==> src/rtl/rss_pkg.sv <==
// Shared constants and the unrolled one-byte hash step for the receive hash engine.
package rss_pkg;
    localparam int KEY_BITS  = 320;
    localparam int KEY_WORDS = KEY_BITS / 32;
    localparam int HASH_W    = 32;
    localparam int MAX_BYTES = (KEY_BITS - HASH_W) / 8;
    localparam int IDX_W     = 7;
    localparam int TAG_W     = 5;

    // Applies eight per-bit steps: bit 7 of the byte first, window top bits first.
    function automatic logic [HASH_W-1:0] mix_byte(input logic [HASH_W-1:0] acc,
                                                   input logic [7:0] b,
                                                   input logic [HASH_W+7:0] win);
        logic [HASH_W-1:0] r;
        r = acc;
        for (int i = 0; i < 8; i++) begin
            if (b[7-i]) r = r ^ win[HASH_W+7-i -: HASH_W];
        end
        return r;
    endfunction
endpackage

==> src/rtl/rss_key_store.sv <==
// Holds the secret key as word registers and presents it as one flat vector.
// Assumes word w carries key bytes 4w..4w+3, byte 4w in the top bits.
module rss_key_store #(
    parameter int WORDS = 10
) (
    input  logic                  clk,
    input  logic                  rst_n,
    input  logic                  wr_en,
    input  logic [3:0]            wr_addr,
    input  logic [31:0]           wr_data,
    output logic [WORDS*32-1:0]   key_flat
);
    logic [31:0] words [WORDS];

    // Stores a key word on a write to an in-range index.
    always_ff @(posedge clk) begin
        if (!rst_n) begin
            for (int w = 0; w < WORDS; w++) words[w] <= '0;
        end else if (wr_en && (32'(wr_addr) < WORDS)) begin
            words[wr_addr] <= wr_data;
        end
    end

    for (genvar g = 0; g < WORDS; g++) begin : g_flat
        assign key_flat[WORDS*32-1-32*g -: 32] = words[g];
    end
endmodule

==> src/rtl/rss_hash_core.sv <==
// Byte-serial Toeplitz accumulator: keeps a shifting key window and a running
// XOR. Assumes at most MAX_BYTES bytes per input so the window stays valid.
module rss_hash_core
    import rss_pkg::*;
(
    input  logic                 clk,
    input  logic                 rst_n,
    input  logic [KEY_BITS-1:0]  key_flat,
    input  logic                 in_valid,
    input  logic                 in_first,
    input  logic [7:0]           in_data,
    output logic [HASH_W-1:0]    acc_next
);
    logic [KEY_BITS-1:0] window;
    logic [KEY_BITS-1:0] win_src;
    logic [HASH_W-1:0]   acc;
    logic [HASH_W-1:0]   acc_src;

    // Picks a fresh key and zero accumulator on a first byte, else the running state.
    always_comb begin
        win_src  = in_first ? key_flat : window;
        acc_src  = in_first ? '0 : acc;
        acc_next = mix_byte(acc_src, in_data, win_src[KEY_BITS-1 -: HASH_W+8]);
    end

    // Advances the accumulator and shifts the window by one byte per accepted byte.
    always_ff @(posedge clk) begin
        if (!rst_n) begin
            acc    <= '0;
            window <= '0;
        end else if (in_valid) begin
            acc    <= acc_next;
            window <= win_src << 8;
        end
    end
endmodule

==> src/rtl/rss_redirect.sv <==
// Redirection table: register array written by software, read combinationally.
module rss_redirect #(
    parameter int IDX_W = 7,
    parameter int QW    = 4
) (
    input  logic             clk,
    input  logic             rst_n,
    input  logic             wr_en,
    input  logic [IDX_W-1:0] wr_addr,
    input  logic [QW-1:0]    wr_data,
    input  logic [IDX_W-1:0] rd_addr,
    output logic [QW-1:0]    rd_data
);
    localparam int ENTRIES = 1 << IDX_W;
    logic [QW-1:0] entries [ENTRIES];

    // Writes one table entry.
    always_ff @(posedge clk) begin
        if (!rst_n) begin
            for (int i = 0; i < ENTRIES; i++) entries[i] <= '0;
        end else if (wr_en) begin
            entries[wr_addr] <= wr_data;
        end
    end

    assign rd_data = entries[rd_addr];
endmodule

==> src/rtl/rss_hash_engine.sv <==
// Top of the receive hash engine: key store, byte-serial hash core, redirection
// table and a result register. Assumes QW <= TAG_W-1 and inputs of 1..36 bytes.
module rss_hash_engine
    import rss_pkg::*;
#(
    parameter int QW = 4
) (
    input  logic              clk,
    input  logic              rst_n,
    input  logic              key_wr_en,
    input  logic [3:0]        key_wr_addr,
    input  logic [31:0]       key_wr_data,
    input  logic              tbl_wr_en,
    input  logic [IDX_W-1:0]  tbl_wr_addr,
    input  logic [QW-1:0]     tbl_wr_data,
    input  logic              in_valid,
    input  logic              in_first,
    input  logic              in_last,
    input  logic              in_unparsed,
    input  logic [7:0]        in_data,
    output logic              out_valid,
    output logic [HASH_W-1:0] out_hash,
    output logic [QW-1:0]     out_queue,
    output logic [TAG_W-1:0]  out_tag
);
    localparam int QEXT = TAG_W - 1;

    logic [KEY_BITS-1:0] key_flat;
    logic [HASH_W-1:0]   acc_next;
    logic [QW-1:0]       tbl_q;
    logic                first_ok;
    logic                finish;

    assign first_ok = in_valid & in_first;
    assign finish   = in_valid & in_last;

    rss_key_store #(.WORDS(KEY_WORDS)) key_i (
        .clk(clk), .rst_n(rst_n), .wr_en(key_wr_en), .wr_addr(key_wr_addr),
        .wr_data(key_wr_data), .key_flat(key_flat)
    );

    rss_hash_core core_i (
        .clk(clk), .rst_n(rst_n), .key_flat(key_flat), .in_valid(in_valid),
        .in_first(first_ok), .in_data(in_data), .acc_next(acc_next)
    );

    rss_redirect #(.IDX_W(IDX_W), .QW(QW)) table_i (
        .clk(clk), .rst_n(rst_n), .wr_en(tbl_wr_en), .wr_addr(tbl_wr_addr),
        .wr_data(tbl_wr_data), .rd_addr(acc_next[IDX_W-1:0]), .rd_data(tbl_q)
    );

    // Registers the result on the last byte, forcing zeros for unparsed packets.
    always_ff @(posedge clk) begin
        if (!rst_n) begin
            out_valid <= 1'b0;
            out_hash  <= '0;
            out_queue <= '0;
            out_tag   <= '0;
        end else begin
            out_valid <= finish;
            if (finish) begin
                if (in_unparsed) begin
                    out_hash  <= '0;
                    out_queue <= '0;
                    out_tag   <= '0;
                end else begin
                    out_hash  <= acc_next;
                    out_queue <= tbl_q;
                    out_tag   <= {1'b1, QEXT'(tbl_q)};
                end
            end
        end
    end
endmodule

==> config.mk <==
export PLATFORM = sky130hd
export DESIGN_NAME = rss_hash_engine
export DESIGN_NICKNAME = d
export VERILOG_FILES = /design/src/rtl/rss_pkg.sv /design/src/rtl/rss_key_store.sv /design/src/rtl/rss_hash_core.sv /design/src/rtl/rss_redirect.sv /design/src/rtl/rss_hash_engine.sv
export SDC_FILE = /design/constraint.sdc
export NUM_CORES = 2
export LEC_CHECK = 0
export BUFFER_PORTS_ARGS = -buffer_cell sky130_fd_sc_hd__buf_2
export CAP_MARGIN = 20
export CORE_AREA = 4 4 344 346
export CTS_BUF_LIST = sky130_fd_sc_hd__clkbuf_8
export CTS_CLUSTER_SIZE = 28
export DETAILED_ROUTE_END_ITERATION = 6
export DIE_AREA = 0 0 348 350
export HOLD_SLACK_MARGIN = 0.08
export PLACE_DENSITY = 0.7
export SLEW_MARGIN = 20
export SYNTH_ARGS = -nofsm -noshare
export SYNTH_HDL_FRONTEND = slang
export SYNTH_SLANG_ARGS = --single-unit
==> constraint.sdc <==
create_clock -name clk -period 6.4 [get_ports clk]
set_input_delay 0.32 -clock clk [delete_from_list [all_inputs] [get_ports clk]]
set_output_delay 0.32 -clock clk [all_outputs]
set_load 0.1 [all_outputs]
==> flow_summary.json <==
{
  "status": "finished, final reports clean",
  "drc_errors": 0,
  "cts.sinks": 1214,
  "setup_violations": 0,
  "root_buffer": "clkbuf_8",
  "synth.cell_area_um2": 57300,
  "die-area_um2": 122000,
  "p_sw_share_pct": 31.6,
  "finalHoldViolCount": 0,
  "die_width_um": 348,
  "grt_pass1_vias": 37768,
  "ys_seq_area_share_pct": 56.9,
  "vias": 38702,
  "dr.pass1.iters": 5,
  "hold_class": "input pin to flip-flop",
  "hold_start": "tbl_wr_data[2]",
  "whs_endpoint": "table_i.entries[57][2]",
  "grt_pass1_wl_um": 219000,
  "worstPathMaxFanout": 132,
  "relSlewSlack_pct": 16.9,
  "max_cap_viol_count": 0,
  "yosys_warnings": 0,
  "pwr-share-comb_pct": 23.5,
  "drive_above_1_share_pct": 10.4,
  "placed_area_um2": 58600,
  "postCtsSetupBuffers": 0,
  "r2r_start": "core_i.window[286]",
  "synth_cell_types": 69,
  "synth-seq-cells": 1214,
  "initialDrtViolationCount": 3521,
  "setup_tns_ns": 0,
  "htree_levels": 4,
  "tightest_slew_ns": 1.25,
  "ys.flop_type": "edfxtp_1",
  "crit_required_ns": 7.16,
  "drtAntennaViolNets": 0,
  "wl_per_cell_um": 20.9,
  "synth_edf_count": 832,
  "clkTransAtPathRegs_ns": 0.07,
  "track_usage_pct": 22.8,
  "post-route-min-period_ns": 4.81,
  "synth.avg_cell_area_um2": 11.2,
  "core-area_um2": 115000,
  "die_h_um": 350,
  "crit_type": "input pin to flip-flop",
  "end_kind": "flip-flop",
  "io_buffers": 104,
  "setup_ws_ns": 1.59,
  "cellPowerDensity_nw_per_um2": 323,
  "fin_skew_ns": 0.0565,
  "n_fill_cell": 9924,
  "reg2regPathDepth": 14,
  "place_congestion": 0.846,
  "slew_viol_final": 0,
  "syn_nets": 5181,
  "grt_overflow_total": 0,
  "dpl_worst_slack_ns": 1.41,
  "crit_arrival_ns": 5.58,
  "dp_hpwl_um": 84000,
  "intPower_mw": 13.8,
  "power_frac_seq_pct": 45.0,
  "clk_latency_ns": 0.89,
  "min_path_cells": 2,
  "rrSetupSlack_ns": 1.89,
  "min_period_over_period_pct": 75.2,
  "fmax_mhz": 208,
  "final_cell_area_um2": 62500,
  "reg2reg_to": "out_queue[2]",
  "p_sw_mw": 6.38,
  "power_frac_clock_pct": 31.4,
  "vias_per_cell": 5.75,
  "tritoncts": "done",
  "numCtsBuffers": 198,
  "clock_path_buffers": 3,
  "holdWs_ns": 0.165,
  "pin_count": 105,
  "antenna_found_initial": 2,
  "synth_cells": 5118,
  "leakagePower_nw": 27.3,
  "area_growth_syn_to_layout_pct": 8.97,
  "wirelength_um": 141000,
  "rows": 125,
  "grt_max_degree": 239,
  "peakVddDrop_mv": 0.215,
  "initial_core_util_pct": 49.7,
  "rsz0062_at_grt": "no",
  "critPathLaunchType": "input pin",
  "final_nets": 5092,
  "async_flop_share_pct": 0
}
## flip-flops by register name, summed over array words and instances, names as in the netlist
signal and count:
core_i.acc 32, core_i.window 312, key_i.words 320, out_hash 32, out_queue 3, out_tag 2, out_valid 1, table_i.entries 512
## cell usage after synthesis (all sizes together), types with 8 or more instances
cell type  instances  area [um^2]
nor2b            135          845
or2                8         50.1
o21ai             62          310
and3             481         3010
mux2i            457         4570
and2              55          344
nand2            906         3400
edfxtp           832        25000
nand4              8         50.1
inv               35          131
o211a            281         2810
a21oi             56          280
nand3             33          165
mux2              11          124
nor3              21          105
buf              125          712
nor2             337         1270
a22oi             60          450
a211oi            46          345
dfxtp            382         7650
xor2              45          394
a21boi            27          218
o22ai              9         56.3
mux4              50         1130
a221oi            10          106
xnor2            196         1720
clkbuf           364         1370
nand2b            21          131
## cells by family after synthesis
group / count (synthesis) / synth area share (%)
muxes: 518 / 10.2
DFF: 1214 / 56.9
AOI/OAI and AO/OA: 592 / 8.60
buffers and inverters: 524 / 3.86
and+or+nand+nor: 2025 / 16.6
xor gates and xnor gates: 245 / 3.85
## repair_timing
action	4_1_cts	5_1_grt
hold endpoints to repair	244	0
gates resized for setup	0	0
hold buffers	11	0
## metrics by stage
stage	power (mW)	instances	utilization, %
finish	20.2	6727	54.1
floorplan	12.7	5118	-
CTS	20.3	6724	54.1
detailed placement	13.9	6342	50.8
global placement	13.9	6342	50.8
global route	21.0	6727	54.1
## worst max-delay path, cell delays in order
cell and delay (ns):
dlygate4sd3_1 0.57, buf_8 0.61, and2_1 0.45, nand3_1 0.13, nand3_1 0.13, nand3_1 0.07, xnor3_4 0.99, buf_12 0.32
buf_4 0.20, nor2b_1 0.05, a211oi_1 0.24, a21oi_1 0.09, a221oi_1 0.59, o32ai_1 0.20, o31ai_1 0.31, o21ai_1 0.12
## routing by layer
metal | routed length (um) | share of wire, % | up-vias | global-route usage [%]
li1 | - | - | 18035 | -
met1 | 60000 | 43 | 19147 | 30.4
met2 | 68400 | 49 | 1276 | 38.5
met3 | 9200 | 6.5 | 244 | 3.72
met4 | 3210 | 2.3 | 0 | 6.68
met5 | 0 | 0 | - | 0
## worst max path at each step
stage	start	endpoint	slack, ns	depth (start not counted)
after floorplan	in_first	out_queue[1]	3.24	15
after global placement	in_valid	out_queue[0]	1.24	14
after detailed placement	in_valid	out_queue[2]	1.41	14
after CTS	in_valid	out_queue[2]	1.77	15
after global routing	in_valid	out_queue[2]	1.31	17
final	in_valid	out_queue[2]	1.59	16
## power by group through the flow
| stage | clock network, mW | registers (mW) | logic (mW) |
|---|---|---|---|
| after detailed placement | 0 | 9.24 | 4.71 |
| after CTS | 6.48 | 9.08 | 4.73 |
| after floorplan | 0 | 9.31 | 3.39 |
| final | 6.34 | 9.08 | 4.74 |
| after global routing | 6.85 | 9.12 | 5.07 |
| after global placement | 0 | 9.23 | 4.64 |
## cells in the final DEF (no fill, tap or decap), drive strengths merged, types with 46 or more instances in the layout
cell and count:
a211oi 46, a21oi 56, a22oi 60, and2 55, and3 481, buf 189, clkbuf 212, dfxtp 382
edfxtp 832, inv 147, mux2i 457, mux4 50, nand2 906, nor2 337, nor2b 135, o211a 281
o21ai 62, xnor2 196
## layout make-up
type / instances / area (um^2) / share of cell area [%]
diodes: 3 / 7.51 / 0.0120
clock buffers: 212 / 2920 / 4.67
clock inverters: 159 / 842 / 1.35
inverters: 35 / 131 / 0.210
multi-input cells: 3380 / 22600 / 36.2
flip-flops and latches: 1214 / 32600 / 52.2
well taps: 1524 / 1910 / 3.05
repair buffers: 200 / 1400 / 2.24
Note: power is estimated with default switching activity, not from simulation.
